## src/rtl/dram_ref_pkg.sv

```systemverilog
package dram_ref_pkg;

  typedef enum logic [1:0] {
    SQ_IDLE    = 2'd0,
    SQ_SETUP   = 2'd1,
    SQ_ROW_ACT = 2'd2,
    SQ_PRECHG  = 2'd3
  } seq_state_e;

  typedef enum logic {
    RM_CBR = 1'b0,
    RM_ROW = 1'b1
  } ref_mode_e;

  // Round a nanosecond minimum up to whole clock cycles, never below one.
  function automatic int ns_to_cyc(input int ns, input int mhz);
    int c;
    c = (ns * mhz + 999) / 1000;
    return (c < 1) ? 1 : c;
  endfunction

endpackage

```

## src/rtl/ref_interval_timer.sv

```systemverilog
module ref_interval_timer #(
  parameter int INTERVAL = 1562
) (
  input  logic clk,
  input  logic rst_n,
  output logic tick
);
  localparam int CW = (INTERVAL > 1) ? $clog2(INTERVAL) : 1;
  localparam logic [CW-1:0] LAST = CW'(INTERVAL - 1);

  logic [CW-1:0] cnt;

  always_ff @(posedge clk or negedge rst_n) begin
    if (!rst_n) begin
      cnt  <= '0;
      tick <= 1'b0;
    end else begin
      tick <= (cnt == LAST);
      cnt  <= (cnt == LAST) ? '0 : cnt + 1'b1;
    end
  end
endmodule

```

## src/rtl/ref_debt_ledger.sv

```systemverilog
module ref_debt_ledger #(
  parameter int URGENT_LIMIT = 8
) (
  input  logic clk,
  input  logic rst_n,
  input  logic tick,
  input  logic done,
  output logic debt_nz,
  output logic urgent
);
  localparam int DEBT_MAX = 2 * URGENT_LIMIT;
  localparam int DW       = $clog2(DEBT_MAX + 1);
  localparam logic [DW-1:0] CEIL = DW'(DEBT_MAX);
  localparam logic [DW-1:0] LIM  = DW'(URGENT_LIMIT);

  logic [DW-1:0] debt;

  always_ff @(posedge clk or negedge rst_n) begin
    if (!rst_n) begin
      debt <= '0;
    end else if (tick && !done) begin
      if (debt != CEIL) debt <= debt + 1'b1;
    end else if (done && !tick) begin
      debt <= debt - 1'b1;
    end
  end

  assign debt_nz = (debt != '0);
  assign urgent  = (debt >= LIM);
endmodule

```

## src/rtl/ref_strobe_seq.sv

```systemverilog
module ref_strobe_seq
  import dram_ref_pkg::*;
#(
  parameter int SETUP_CYC = 1,
  parameter int RAS_CYC   = 5,
  parameter int PRE_CYC   = 4
) (
  input  logic clk,
  input  logic rst_n,
  input  logic debt_nz,
  input  logic mode_in,
  input  logic gnt,
  output logic req,
  output logic done,
  output logic done_row,
  output logic busy,
  output logic ras_n,
  output logic cas_n,
  output logic row_drive
);
  localparam int MAXC = (SETUP_CYC > RAS_CYC) ?
                        ((SETUP_CYC > PRE_CYC) ? SETUP_CYC : PRE_CYC) :
                        ((RAS_CYC > PRE_CYC) ? RAS_CYC : PRE_CYC);
  localparam int CW = (MAXC > 1) ? $clog2(MAXC) : 1;

  seq_state_e    st, st_nx;
  ref_mode_e     md_q, md_nx;
  logic [CW-1:0] cnt, cnt_nx;
  logic          in_cyc_nx;

  assign req = (st == SQ_IDLE) && debt_nz;

  always_comb begin
    st_nx  = st;
    cnt_nx = cnt;
    md_nx  = md_q;
    done   = 1'b0;
    unique case (st)
      SQ_IDLE: begin
        if (req && gnt) begin
          st_nx  = SQ_SETUP;
          cnt_nx = CW'(SETUP_CYC - 1);
          md_nx  = ref_mode_e'(mode_in);
        end
      end
      SQ_SETUP: begin
        if (cnt == '0) begin
          st_nx  = SQ_ROW_ACT;
          cnt_nx = CW'(RAS_CYC - 1);
        end else begin
          cnt_nx = cnt - 1'b1;
        end
      end
      SQ_ROW_ACT: begin
        if (cnt == '0) begin
          st_nx  = SQ_PRECHG;
          cnt_nx = CW'(PRE_CYC - 1);
        end else begin
          cnt_nx = cnt - 1'b1;
        end
      end
      SQ_PRECHG: begin
        if (cnt == '0) begin
          st_nx = SQ_IDLE;
          done  = 1'b1;
        end else begin
          cnt_nx = cnt - 1'b1;
        end
      end
      default: st_nx = SQ_IDLE;
    endcase
  end

  assign done_row  = done && (md_q == RM_ROW);
  assign in_cyc_nx = (st_nx == SQ_SETUP) || (st_nx == SQ_ROW_ACT);

  // Strobes come straight from flops so the DRAM pins never see decode glitches.
  always_ff @(posedge clk or negedge rst_n) begin
    if (!rst_n) begin
      st        <= SQ_IDLE;
      cnt       <= '0;
      md_q      <= RM_CBR;
      busy      <= 1'b0;
      ras_n     <= 1'b1;
      cas_n     <= 1'b1;
      row_drive <= 1'b0;
    end else begin
      st        <= st_nx;
      cnt       <= cnt_nx;
      md_q      <= md_nx;
      busy      <= (st_nx != SQ_IDLE);
      ras_n     <= (st_nx != SQ_ROW_ACT);
      cas_n     <= !(in_cyc_nx && (md_nx == RM_CBR));
      row_drive <= in_cyc_nx && (md_nx == RM_ROW);
    end
  end
endmodule

```

## src/rtl/ras_row_counter.sv

```systemverilog
module ras_row_counter #(
  parameter int ROW_BITS = 13
) (
  input  logic                clk,
  input  logic                rst_n,
  input  logic                adv,
  output logic [ROW_BITS-1:0] row
);
  always_ff @(posedge clk or negedge rst_n) begin
    if (!rst_n)   row <= '0;
    else if (adv) row <= row + 1'b1;
  end
endmodule

```

## src/rtl/dram_refresh_sched.sv

```systemverilog
module dram_refresh_sched
  import dram_ref_pkg::*;
#(
  parameter int CLK_MHZ       = 100,
  parameter int REFRESH_COUNT = 8192,
  parameter int PERIOD_MS     = 128,
  parameter int ROW_BITS      = 13,
  parameter int URGENT_LIMIT  = 8,
  parameter int T_RAS_NS      = 50,
  parameter int T_RP_NS       = 30,
  parameter int T_RC_NS       = 84,
  parameter int T_SETUP_NS    = 5
) (
  input  logic                clk,
  input  logic                rst_n,
  input  logic                mode_row_addr,
  input  logic                ref_gnt,
  output logic                ref_req,
  output logic                ref_urgent,
  output logic                ref_busy,
  output logic                ras_n,
  output logic                cas_n,
  output logic                we_n,
  output logic                addr_en,
  output logic [ROW_BITS-1:0] addr
);
  localparam int INTERVAL  = (PERIOD_MS * 1000 * CLK_MHZ) / REFRESH_COUNT;
  localparam int RAS_CYC   = ns_to_cyc(T_RAS_NS, CLK_MHZ);
  localparam int RP_CYC    = ns_to_cyc(T_RP_NS, CLK_MHZ);
  localparam int RC_CYC    = ns_to_cyc(T_RC_NS, CLK_MHZ);
  localparam int SETUP_CYC = ns_to_cyc(T_SETUP_NS, CLK_MHZ);
  localparam int PRE_CYC   = (RC_CYC - RAS_CYC > RP_CYC) ? (RC_CYC - RAS_CYC) : RP_CYC;

  logic                tick, debt_nz, done, done_row, row_drive;
  logic [ROW_BITS-1:0] row;

  ref_interval_timer #(.INTERVAL(INTERVAL)) u_timer (
    .clk(clk), .rst_n(rst_n), .tick(tick)
  );

  ref_debt_ledger #(.URGENT_LIMIT(URGENT_LIMIT)) u_ledger (
    .clk(clk), .rst_n(rst_n), .tick(tick), .done(done),
    .debt_nz(debt_nz), .urgent(ref_urgent)
  );

  ref_strobe_seq #(
    .SETUP_CYC(SETUP_CYC), .RAS_CYC(RAS_CYC), .PRE_CYC(PRE_CYC)
  ) u_seq (
    .clk(clk), .rst_n(rst_n), .debt_nz(debt_nz), .mode_in(mode_row_addr),
    .gnt(ref_gnt), .req(ref_req), .done(done), .done_row(done_row),
    .busy(ref_busy), .ras_n(ras_n), .cas_n(cas_n), .row_drive(row_drive)
  );

  ras_row_counter #(.ROW_BITS(ROW_BITS)) u_rows (
    .clk(clk), .rst_n(rst_n), .adv(done_row), .row(row)
  );

  assign we_n    = 1'b1;
  assign addr_en = row_drive;
  assign addr    = row_drive ? row : '0;
endmodule

```

## config.mk

```make
export PLATFORM = sky130hd
export DESIGN_NAME = dram_refresh_sched
export DESIGN_NICKNAME = d
export VERILOG_FILES = /design/src/rtl/dram_ref_pkg.sv /design/src/rtl/ref_interval_timer.sv /design/src/rtl/ref_debt_ledger.sv /design/src/rtl/ref_strobe_seq.sv /design/src/rtl/ras_row_counter.sv /design/src/rtl/dram_refresh_sched.sv
export SDC_FILE = /design/constraint.sdc
export NUM_CORES = 1
export LEC_CHECK = 0
export BUFFER_PORTS_ARGS = -buffer_cell sky130_fd_sc_hd__buf_2
export CAP_MARGIN = 10
export CELL_PAD_IN_SITES_DETAIL_PLACEMENT = 1
export CELL_PAD_IN_SITES_GLOBAL_PLACEMENT = 1
export CORE_MARGIN = 3
export CORE_UTILIZATION = 41
export DETAILED_ROUTE_END_ITERATION = 7
export MAX_ROUTING_LAYER = met4
export PLACE_DENSITY = 0.79
export SYNTH_ARGS = -nofsm -noshare
export SYNTH_HDL_FRONTEND = slang
export SYNTH_SLANG_ARGS = --single-unit
```

## constraint.sdc

```tcl
create_clock -name clk -period 2.3 [get_ports clk]
set_input_delay 0.46 -clock clk [delete_from_list [all_inputs] [get_ports clk]]
set_output_delay 0.46 -clock clk [all_outputs]
set_load 0.02 [all_outputs]
```

=== After elaboration in Yosys (flattened, before gate mapping) ===
Index checks and enable logic that the tools add are counted.

* Add/subtract/negate cells: 5
* Order comparisons: 1
* Equality and inequality tests: 11
* Multiplexer cells: 19
* Bitwise gates (word level): 1
* Reductions and logical operators: 18

{| class="wikitable"
|+ Operators by type and width
! cell !! number
|-
| 5-bit 2-to-1 mux || 3
|-
| 13-bit by 1-bit adder with 13-bit output, second input constant || 1
|-
| 13-bit 2-to-1 mux || 1
|-
| 3-bit 2-to-1 mux || 4
|-
| 3-bit one-hot mux with 4 select lines || 1
|-
| 11-bit by 1-bit adder with 11-bit output, second input constant || 1
|-
| 11-bit equality test, second input constant || 1
|-
| 11-bit 2-to-1 mux || 1
|-
| 2-bit 2-to-1 mux || 4
|-
| 2-bit != test, second input constant || 4
|-
| 2-bit one-hot mux with 4 select lines || 1
|-
| 1-bit logical AND || 7
|-
| 2-bit equality test, second input constant || 3
|-
| 5-bit by 1-bit adder with 5-bit output, second input constant || 1
|-
| 5-bit by 4-bit >= comparator with 1-bit output, second input constant || 1
|-
| 5-bit != test, second input constant || 1
|-
| 5-bit nonzero test || 1
|-
| 5-bit by 1-bit subtractor with 5-bit output, second input constant || 1
|-
| 2-bit by 1-bit equality test with 1-bit output, second input constant || 2
|-
| 1-bit 2-to-1 mux || 4
|-
| 2-bit AND reduction || 2
|-
| 2-bit nonzero test || 2
|-
| 1-bit logical NOT || 3
|-
| 3-bit logical NOT || 1
|-
| other kinds (4) || 4
|}

* Register bits: 40
* Bits of input ports: 4
* Output and inout bits: 20

=== Longest topological paths before layout ===
Gate-level depths: netlist (run 1).

* Word-level depth: 9
* Gate-level depth with buffers: 10

=== Cells and area by module ===
From an unflattened synthesis (run 1), not the netlist that was laid out.

* Cells, all modules: 205
* Area total of the unflattened synthesis: 2225.9 um^2

{| class="wikitable"
|+ By module, submodules not included
! module !! instances !! cells each !! area each (um^2) !! sequential area each (um^2)
|-
| ref_interval_timer || 1 || 50 || 565.5 || 300.3
|-
| ras_row_counter || 1 || 43 || 563.0 || 325.3
|-
| ref_strobe_seq || 1 || 54 || 556.8 || 252.7
|-
| ref_debt_ledger || 1 || 42 || 425.4 || 125.1
|-
| dram_refresh_sched || 1 || 16 || 115.1 || 0.0
|}

=== Worst setup path after synthesis (run 1) ===
Ideal clock, no wire load.

* Path kind: flip-flop to flip-flop
* From: register u_seq.cnt[0]
* To: register u_ledger.debt[4]
* Arrival: 2247 ps
* Required time: 2221 ps
* Path slack: -27 ps
* Stages on the path, launching flop included: 11
* Buffers on the path: 0
* Period minus slack after synthesis: 2327 ps
* Cell sequence: dfrtp_1 > inv_1 > ha_1 > nand4b_1 > and2_1 > inv_1 > fa_1 > a21o_1 > a21oi_1 > mux2_2 > mux2i_1

* Cells in the longest elaborated chain, start to end: 7
* Elaborated cells between the ends (all ways): 10
* Classes of those cells: eq/ne: 1; mux: 3; reduce/logical: 6

{| class="wikitable"
|+ Ends and longest elaborated chain
! what !! RTL line !! text
|-
| from (decl) || ref_strobe_seq.sv:28 || <nowiki>logic [CW-1:0] cnt, cnt_nx;</nowiki>
|-
| from (signal assigned) || ref_strobe_seq.sv:89 || <nowiki>cnt <= cnt_nx;</nowiki>
|-
| 3-bit logical NOT * || ref_strobe_seq.sv:63 || <nowiki>if (cnt == '0) begin</nowiki>
|-
| 1-bit 2-to-1 mux * || ref_strobe_seq.sv:63 ||
|-
| 1-bit 2-to-1 mux * || ref_strobe_seq.sv:38 || <nowiki>unique case (st)</nowiki>
|-
| 1-bit logical NOT || ref_debt_ledger.sv:21 || <nowiki>end else if (tick && !done) begin</nowiki>
|-
| 1-bit logical AND || ref_debt_ledger.sv:21 ||
|-
| 2-bit != test (no line) / 2-bit nonzero test (equally long branches) || - ||
|-
| 2-bit AND reduction (no line) || - ||
|-
| to (signal assigned) || ref_debt_ledger.sv:22 || <nowiki>if (debt != CEIL) debt <= debt + 1'b1;</nowiki>
|-
| to (signal assigned) || ref_debt_ledger.sv:24 || <nowiki>debt <= debt - 1'b1;</nowiki>
|-
| to (decl) || ref_debt_ledger.sv:16 || <nowiki>logic [DW-1:0] debt;</nowiki>
|}

Every way passes the cells marked *; elsewhere a longest branch is shown, timed or not.
A chain may end at the register's enable or synchronous reset.

=== Final worst setup path (run 1) ===
Ends and elaborated chain as after synthesis.

==> results of run 1 <==
[report_power, final]
group	switching (uW)	total [uW]	internal, uW
clock	239	621	383
combinational	16.6	20.8	4.19
sequential	0	703	703
[worst min path at each step]
stage                      from                           end  slack, ns
after detailed placement  rst_n     u_rows.row[6]$_DFFE_PN0P_       0.44
after global placement    rst_n     u_rows.row[6]$_DFFE_PN0P_       0.44
after global routing      rst_n     u_rows.row[6]$_DFFE_PN0P_       0.12
after CTS                 rst_n     u_rows.row[6]$_DFFE_PN0P_       0.11
final                     rst_n     u_rows.row[5]$_DFFE_PN0P_       0.11
after floorplan           rst_n  u_ledger.debt[0]$_DFFE_PN0P_       0.16
[cell usage in the layout (no fill, tap or decap), drive strengths merged, types with 3 or more instances in the layout]
cell / Yosys / final
nand4: 4 / 4
nor2: 12 / 12
nor4: 3 / 3
xor2: 11 / 11
a21oi: 5 / 5
mux2: 5 / 5
nand3: 8 / 8
dfrtp: 38 / 38
nand4b: 3 / 3
nor3: 3 / 3
nand2: 13 / 13
o21ai: 3 / 3
xnor2: 12 / 12
buf: 4 / 39
ha: 10 / 10
and2: 14 / 14
mux2i: 4 / 4
inv: 9 / 9
clkbuf: 1 / 7
and3: 8 / 8
[worst max-delay path: cells and delay by family (launching register included)]
family	cells	cell delay, ns
flops	1	0.37
buf+inv	2	0.10
compound gates	2	0.39
simple gates	2	0.31
fa+ha+maj	2	0.54
mux	2	0.44
[layout make-up]
| cell class | instances | area (um^2) | share of cell area |
|---|---|---|---|
| Clock buffer | 7 | 96.34 | 0.03758 |
| Multi-Input combinational cell | 142 | 1074 | 0.4187 |
| Timing Repair Buffer | 39 | 237.7 | 0.09273 |
| Inverter | 9 | 38.79 | 0.01513 |
| Tap cell | 67 | 83.83 | 0.03270 |
| Clock inverter | 1 | 30.03 | 0.01171 |
| Sequential cell | 40 | 1003 | 0.3914 |
[sequential cells by signal, indices dropped and copies added (netlist names)]
name / flops
u_ledger.debt: 5
u_rows.row: 13
u_seq.busy: 1
u_seq.cas_n: 1
u_seq.cnt: 3
u_seq.md_q: 1
u_seq.ras_n: 1
u_seq.row_drive: 1
u_seq.st: 2
u_timer.cnt: 11
u_timer.tick: 1
[metal layers]
| layer | part of all wire | global-route usage | vias to the layer above |
|---|---|---|---|
| met5 | 0 | - | - |
| met4 | 0.014 | 0.04270 | 0 |
| met3 | 0.031 | 0.04176 | 8 |
| met2 | 0.52 | 0.2962 | 24 |
| met1 | 0.43 | 0.1948 | 783 |
| li1 | - | - | 754 |
[kinds of logic after synthesis]
family                     Yosys count
and+or+nand+nor                     77
xor gates and xnor gates            23
DFF                                 40
other                                1
muxes                                9
adders and majority gates           11
buffers and inverters               14
AOI/OAI and AO/OA                   21
[timing repair]
item,4_1_cts,5_1_grt
endpoints found under the setup margin,1,1
pin swaps,1,5
hold buffers,0,0
setup buffers,1,7
resized for setup,2,9
[stage by stage]
stage               setup TNS, ns  instance area, um^2  power (uW)
floorplan                       0                 2112       719.7
global placement                0                 2338       738.1
detailed placement       -0.04748                 2338       738.7
CTS                             0                 2475        1377
global route             -0.07048                 2564        1404
finish                          0                 2564        1345
==> results.cfg, run 1 <==
[status]
status = completed

[synth]
synth-main-ff-cell = dfrtp_1
synth.area.top_cells = dfrtp_1 (45%), ha_1 (5.9%), xnor2_1 (5.0%), xor2_1 (4.6%), and2_1 (4.2%)
syn_area_um2 = 2108
synthMuxAreaShare = 0.04570
synth_common_cells = dfrtp_1 (38), and2_1 (14), nand2_1 (13)
synth_edf_count = 0
synth-simple-area-share = 0.2095
yosysMostFrequentCell = dfrtp_1
seq_area_frac_synth = 0.4760
synth_top_area_frac = 0.4510
yosysWarnings = 0
synth_top_area_cell = dfrtp_1
yosysUniqueCellTypes = 47
synth_top_family_by_area = simple AND/OR/NAND/NOR gates
synth-compound-area-share = 0.07003
synth_async_sr_flop_share = 1.000
synth-xor-area-share = 0.09555
syn_avg_cell_area_um2 = 10.76
synthAdderAreaFrac = 0.06884
synth_nets = 211
syn_inst = 196
synth_seq_cells = 40

[layout]
drive_above_1_share = 0.2899
diodes = 0
finish.utilization = 0.5288
syn_to_final_growth_pct = 21.60
nFillCells = 541
fin_cells = 305
nets = 252

[critical_path]
max_stage_delay_ns = 0.38
critPathKind = flop to flop
cp-endpoint = u_ledger.debt[4]$_DFFE_PN0P_
r2r_end = u_ledger.debt[4]$_DFFE_PN0P_
endpoint_kind = flop
r2r_cells = 10
timing.rr.start = u_seq.cnt[0]$_DFFE_PN0P_
r2r_slack_ns = 0.06
crit_required_ns = 2.51
worstPathCellList = inv_2 > ha_4 > nand4b_1 > and2_4 > inv_6 > fa_2 > a21o_1 > a21oi_2 > mux2_4 > mux2i_1
critical_path.slowest_cell = fa_2
critPathMaxFanout = 3
arrival_ns = 2.45
startpoint = u_seq.cnt[0]$_DFFE_PN0P_
start_kind = flop

[floorplan]
placementRows = 25
start_util = 0.4348
core_um2 = 4848
die_w_um = 77.71
die_h_um = 77.71
die_area_um2 = 6039
io_pins = 24

[drt]
drc_errors = 0
first_pass_iters = 4
drt-total-wl_mm = 4.755
avgRoutedWirePerCell_um = 15.59
via_count = 1569
vias_per_cell = 5.144
final_antenna_net_count = 0
drt_iter0_drc = 82

[cts]
path_clk_slew_ns = 0.08
cts_buffer_depth = 2
tritoncts = yes
clockRootBuffer = clkbuf_8
htreeDepth = 2
cts_buffers = 5
clk_latency_ns = 0.29
clkSinkCount = 40

[grt]
grtUsageTotal = 0.1697
grt_pass1_vias = 1694
grt_pass1_wl_mm = 7.907
grt_antenna_before_repair = 0
grt_max_degree = 21
overflow = 0

[worst_hold_path]
hold_path.class = input port to asynchronous set/reset pin

[power_and_ir_drop]
powerDensity_nw_per_um2 = 524.7
ir_drop_uv = 330.9
leakagePower_uw = 0.001322

[placement]
port_buffers = 22
dp.cells = 289
gp_congestion = 0.8419
place_ws_ns = -0.04748
hpwl_mm = 3.313

[timing]
slew_violations = 0
period_needed_ns = 2.237
layout_setup_ws_ns = 0.06291
setup_viol = 0
rsz0062_at_grt = true
fmax_mhz = 447.0
hold_viol = 0
hold_slack_ns = 0.1120
period_share = 0.9726
clock_skew_ns = 0.004462

[job]
drv_cap = 0
No activity file was read; power rests on OpenSTA's default activity.
==> run 2, diff against run 1 <==
- CORE_UTILIZATION: 41 -> 42
- PLACE_DENSITY: 0.79 -> 0.8
- SYNTH_HIERARCHICAL: not set -> 1
==> run 2 against run 1 <==
The flow now finishes with violations (setup timing). Sequential power is essentially flat. Design area grew 5.1%. Clock power shrank 8.4%. Cell count grew 3.0%. Highest routed layer unchanged. Largest cell class unchanged. Combinational power shrank 2%. Critical endpoint is now u_ledger/debt[4]$_DFFE_PN0P_. Synthesized cell count grew 4.6%. Register-to-register slack lost 0.13 ns. Sequential share of layout area shrank 1.9 points. Clock skew grew 0.0027 ns. Wire length grew 1.8%. Core utilization grew 2.0 points.
==> results.cfg, run 2 <==
[power_and_ir_drop]
seqPwrFrac = 0.544
pwr-share-comb = 0.016
powerDensity_nw_per_um2 = 479.6
p_int_uw = 1029
clockPowerShare = 0.440
leakagePower_uw = 0.001269
power.net_switching_uw = 263.5
sw_frac_of_total = 0.2039
ir_drop_uv = 308.4
power_uw = 1293

[synth]
synth_edf_count = 0
syn_inst = 205
syn_avg_cell_area_um2 = 10.86
synth_seq_cells = 40
syn_area_um2 = 2226
synth_top_area_frac = 0.4272
seq_area_frac_synth = 0.4508
synth-main-ff-cell = dfrtp_1
yosysMostFrequentCell = dfrtp_1
synth.area.top_cells = dfrtp_1 (43%), ha_1 (6.2%), xnor2_1 (5.5%), xor2_1 (3.5%), and2_2 (3.4%)
yosysWarnings = 6
synth_nets = 221
synth_async_sr_flop_share = 1.000
yosysUniqueCellTypes = 56
synth_top_area_cell = dfrtp_1
synth_common_cells = dfrtp_1 (38), nand2_1 (14), xnor2_1 (14)

[timing]
clock_skew_ns = 0.007145
period_needed_ns = 2.372
hold_viol = 0
period_share = 1.031
fmax_mhz = 421.6
setup_viol = 1
slew_violations = 0
rsz0062_at_grt = true
layout_setup_ws_ns = -0.07193

[placement]
port_buffers = 22
dpl-instance-area_um2 = 2477
hpwl_mm = 3.287
gp_congestion = 0.8043

[drt]
final_antenna_net_count = 0
via_count = 1616
drt_iter0_drc = 56
drt-total-wl_mm = 4.840
avgRoutedWirePerCell_um = 15.41
vias_per_cell = 5.146
drc_errors = 0
first_pass_iters = 4

[critical_path]
timing.rr.start = u_seq/cnt[0]$_DFFE_PN0P_
worstPathCellList = inv_1 > ha_2 > nor2b_4 > and3_4 > nand2b_4 > inv_2 > fa_2 > nor2b_4 > o21ai_2 > a211oi_1 > and3b_1
crit_required_ns = 2.48
r2r_slack_ns = -0.07
critPathKind = flop to flop
critPathBufInv = 2
max_stage_delay_ns = 0.39
start_kind = flop
critical_path.slowest_cell = dfrtp_1
cp_top_family = simple AND/OR/NAND/NOR gates
r2r_end = u_ledger/debt[4]$_DFFE_PN0P_
endpoint_kind = flop
r2r_cells = 11
crit_top_cell = nor2b_4
arrival_ns = 2.55
critPathMaxFanout = 4
startpoint = u_seq/cnt[0]$_DFFE_PN0P_

[worst_hold_path]
hold_path.class = input port to asynchronous set/reset pin

[layout]
fin_area_um2 = 2695
final_common_cell = dfrtp_1
drive_above_1_share = 0.3603
nets = 262
nFillCells = 548
top_regs = u_rows/row x13, u_timer/cnt x11, u_ledger/debt x5
finish.utilization = 0.5488
largest_register = u_rows/row
largest_register_ff_count = 13
syn_to_final_growth_pct = 21.08
diodes = 0
final_cell_mix = dfrtp_1 (38), buf_2 (22), buf_4 (16)

[cts]
holdBufCountCts = 0
cts_buffers = 5
htreeDepth = 2
clockRootBuffer = clkbuf_8
cts_buffer_depth = 2
path_clk_slew_ns = 0.08
clk_latency_ns = 0.29
clkSinkCount = 40
tritoncts = yes

[floorplan]
start_util = 0.4532
io_pins = 24
die_h_um = 78.80
core_um2 = 4911
placementRows = 25
die_area_um2 = 6209
die_w_um = 78.80

[status]
violations = setup timing
status = finished with violations

[grt]
grt_max_degree = 15
grt_pass1_wl_mm = 8.514
overflow = 0
grtUsageTotal = 0.1776
grt_antenna_before_repair = 0
grt_pass1_vias = 1717

[job]
drv_cap = 0
-- run 2: worst max-delay path by stage --
stage                                        end  slack, ns  cells after the start
global route        u_ledger/debt[4]$_DFFE_PN0P_      -0.21                     11
CTS                 u_ledger/debt[4]$_DFFE_PN0P_      0.005                     11
global placement    u_ledger/debt[4]$_DFFE_PN0P_       0.04                     11
floorplan           u_ledger/debt[4]$_DFFE_PN0P_      0.005                     11
finish              u_ledger/debt[4]$_DFFE_PN0P_      -0.07                     11
detailed placement  u_ledger/debt[4]$_DFFE_PN0P_      -0.07                     11
-- run 2: cell families after synthesis --
logic type,Yosys count,share of synthesized area
DFF,40,0.4508
other,1,0.001685
muxes,5,0.02754
AOI/OAI and AO/OA,21,0.06746
and+or+nand+nor,86,0.2496
adders and majority gates,12,0.07083
xor gates and xnor gates,24,0.09781
buffers and inverters,16,0.03428
-- run 2: through the flow --
step           hold slack (ns)  instances  setup TNS [ns]  worst slack, ns
2_1_floorplan           0.1644        205               0         0.005181
6_report               0.03719        314        -0.07193         -0.07193
3_5_place_dp            0.3576        299        -0.06678         -0.06678
4_1_cts                0.04239        312               0         0.004911
5_1_grt                0.04197        314         -0.2468          -0.2070
3_3_place_gp            0.3537        299               0          0.03862
-- run 2: final cells by class --
| type | count | area, um^2 | share of cell area |
|---|---|---|---|
| clock buffers | 6 | 72.57 | 0.02693 |
| clock inverters | 2 | 35.03 | 0.01300 |
| inverters | 12 | 45.04 | 0.01671 |
| multi-input cells | 149 | 1225 | 0.4545 |
| flip-flops and latches | 40 | 1003 | 0.3723 |
| well taps | 67 | 83.83 | 0.03110 |
| repair buffers | 38 | 230.2 | 0.08542 |
-- run 2: timing repair --
| item | in CTS | in global routing |
|---|---|---|
| setup endpoints to repair | 1 | 7 |
| setup buffers | 5 | 2 |
| pin swaps | 3 | 4 |
| gates resized for setup | 2 | 10 |
-- run 2: power groups by stage --
stage | Sequential [uW] | Combinational (uW) | Clock [uW]
floorplan | 717 | 2.76 | 0
detailed placement | 717 | 21.3 | 0
CTS | 703 | 21.3 | 583
global placement | 717 | 21.1 | 0
finish | 703 | 20.4 | 569
global route | 703 | 24.3 | 626
-- run 2: per-layer routing --
| layer | GRT usage | part of all wire |
|---|---|---|
| met1 | 0.2330 | 0.45 |
| met3 | 0.03175 | 0.032 |
| met2 | 0.2852 | 0.51 |
| met4 | 0.04720 | 0.0056 |
| met5 | - | 0 |
==> run 3, diff against run 2 <==
- CORE_UTILIZATION: 42 -> 46
- CTS_CLUSTER_SIZE: not set -> 8
- PLACE_DENSITY: 0.8 -> 0.83
- clock period: 2.3 -> 2.4 ns (I/O delays scaled with it)
==> run 3 against run 2 <==
The run now ends clean. Non-clock buffer count shrank 2. Clock power is 4% lower. Via count grew 1.4%. Wire length rose by 2.9%. Combinational power fell by 4%. Sequential power down 4.3%. Clock-buffer cell count decreased by 1. Die area is 8.1% lower. Worst setup slack better by 0.12 ns. First-iteration DRC count grew 14%. Design area down 1.9%.
==> results.cfg, run 3 (synthesis results as in run 2) <==
[placement]
gp_congestion = 0.8065
port_buffers = 22
hpwl_mm = 3.572
dp.cells = 283
dpl-instance-area_um2 = 2442

[power_and_ir_drop]
ir_drop_uv = 332.9
powerDensity_nw_per_um2 = 469.9
leakagePower_uw = 0.001250

[floorplan]
die_w_um = 75.56
io_pins = 24
core_um2 = 4504
die_h_um = 75.56
die_area_um2 = 5709
placementRows = 24
start_util = 0.4942

[drt]
drc_errors = 0
final_antenna_net_count = 0
avgRoutedWirePerCell_um = 16.76
drt-total-wl_mm = 4.979
first_pass_iters = 6
drt_iter0_drc = 64
via_count = 1639
vias_per_cell = 5.519

[layout]
drive_above_1_share = 0.3469
fin_cells = 297
largest_register_ff_count = 13
fin_area_um2 = 2643
multi_input_area_um2 = 1200
top_regs = u_rows/row x13, u_timer/cnt x11, u_ledger/debt x5
final_cell_mix = dfrtp_1 (38), buf_2 (22), buf_4 (14), nand2_1 (14), xnor2_1 (14)
ff_latch_area_um2 = 1003
final_common_cell = dfrtp_1
nets = 260
diodes = 0
syn_to_final_growth_pct = 18.72
nFillCells = 494
largest_register = u_rows/row

[grt]
grt_max_degree = 18
busiest_layer = met2
grt_pass1_vias = 1717
grt_pass1_wl_mm = 7.962
grtUsageTotal = 0.1910
met1_usage = 0.2328
grt_util_met3 = 0.03826
overflow = 0
grt_antenna_before_repair = 0
met2_usage = 0.3116

[timing]
setup_viol = 0
fmax_mhz = 425.7
hold_slack_ns = 0.01164
period_needed_ns = 2.349
hold_viol = 0
slew_violations = 0
period_share = 0.9787
clock_skew_ns = 0.01100

[cts]
cts_buffers = 5
cts_buffer_depth = 2
path_clk_slew_ns = 0.08
holdBufCountCts = 0
tritoncts = yes
clk_latency_ns = 0.29
clkSinkCount = 40
htreeDepth = 2
clockRootBuffer = clkbuf_8

[status]
status = completed

[job]
drv_cap = 0

[critical_path]
critPathMaxFanout = 5
r2r_end = u_ledger/debt[4]$_DFFE_PN0P_
endpoint_kind = flop
crit_required_ns = 2.58
arrival_ns = 2.52
critPathKind = flop to flop
timing.rr.start = u_seq/cnt[1]$_DFFE_PN0P_
r2r_cells = 10
r2r_slack_ns = 0.05
start_kind = flop

[worst_hold_path]
hold_path.class = input port to asynchronous set/reset pin
-- run 3: cell count changes in the layout (fill, tap and decap cells not counted), sizes merged --
cell,change
buf,-2
clkinvlp,+1
clkbuf,-1
-- run 3: report_power, final --
group          internal [uW]  switching, uW
registers                673              0
logic                   3.93           15.5
clock network            308            241
-- run 3: what timing repair did --
action / in CTS / in global routing
gates resized for setup: 5 / 8
endpoints found under the hold margin: 0 / 0
pin swaps: 1 / 5
endpoints found under the setup margin: 1 / 1
setup buffers: 0 / 6
-- run 3: worst max path at each step --
stage | from | end | slack [ns] | depth (start not counted)
final | u_seq/cnt[1]$_DFFE_PN0P_ | u_ledger/debt[4]$_DFFE_PN0P_ | 0.05 | 10
after global routing | u_seq/cnt[1]$_DFFE_PN0P_ | u_ledger/debt[4]$_DFFE_PN0P_ | -0.04 | 12
after CTS | u_seq/cnt[0]$_DFFE_PN0P_ | u_ledger/debt[4]$_DFFE_PN0P_ | 0.02 | 11
after detailed placement | u_seq/cnt[0]$_DFFE_PN0P_ | u_ledger/debt[4]$_DFFE_PN0P_ | -0.09 | 11
after global placement | u_seq/cnt[0]$_DFFE_PN0P_ | u_ledger/debt[4]$_DFFE_PN0P_ | 0.05 | 11
after floorplan | u_seq/cnt[0]$_DFFE_PN0P_ | u_ledger/debt[4]$_DFFE_PN0P_ | 0.006 | 11
-- run 3: stage by stage --
step	util	power, uW	setup TNS [ns]	setup WS (ns)
global route	0.5867	1295	-0.04035	-0.04035
global placement	0.5422	706.7	0	0.05150
floorplan	-	689.6	0	0.006386
CTS	0.5694	1265	0	0.01620
detailed placement	0.5422	707.5	-0.09017	-0.09017
finish	0.5867	1242	0	0.05111
-- run 3: layout make-up --
| cell class | count | share of cell area |
|---|---|---|
| multi-input combinational | 149 | 0.4541 |
| sequential | 40 | 0.3797 |
| timing repair buffer | 36 | 0.08144 |
| clock buffer | 5 | 0.02604 |
| tap | 52 | 0.02462 |
| inverter | 12 | 0.01799 |
| clock inverter | 3 | 0.01610 |
-- run 3: critical path: stages, from the launching register on --
cell	delay (ns)
dfrtp_1	0.39
inv_2	0.07
ha_4	0.16
nor2b_4	0.12
and3_4	0.16
nand2b_4	0.17
ha_1	0.40
nor4b_1	0.09
a311oi_1	0.30
o311ai_1	0.18
and3b_1	0.19
-- run 3: metal layers --
| layer | vias to the layer above | wire, um |
|---|---|---|
| li1 | 778 | - |
| met1 | 820 | 2204 |
| met2 | 30 | 2527 |
| met3 | 11 | 137 |
| met4 | 0 | 110 |
| met5 | - | 0 |
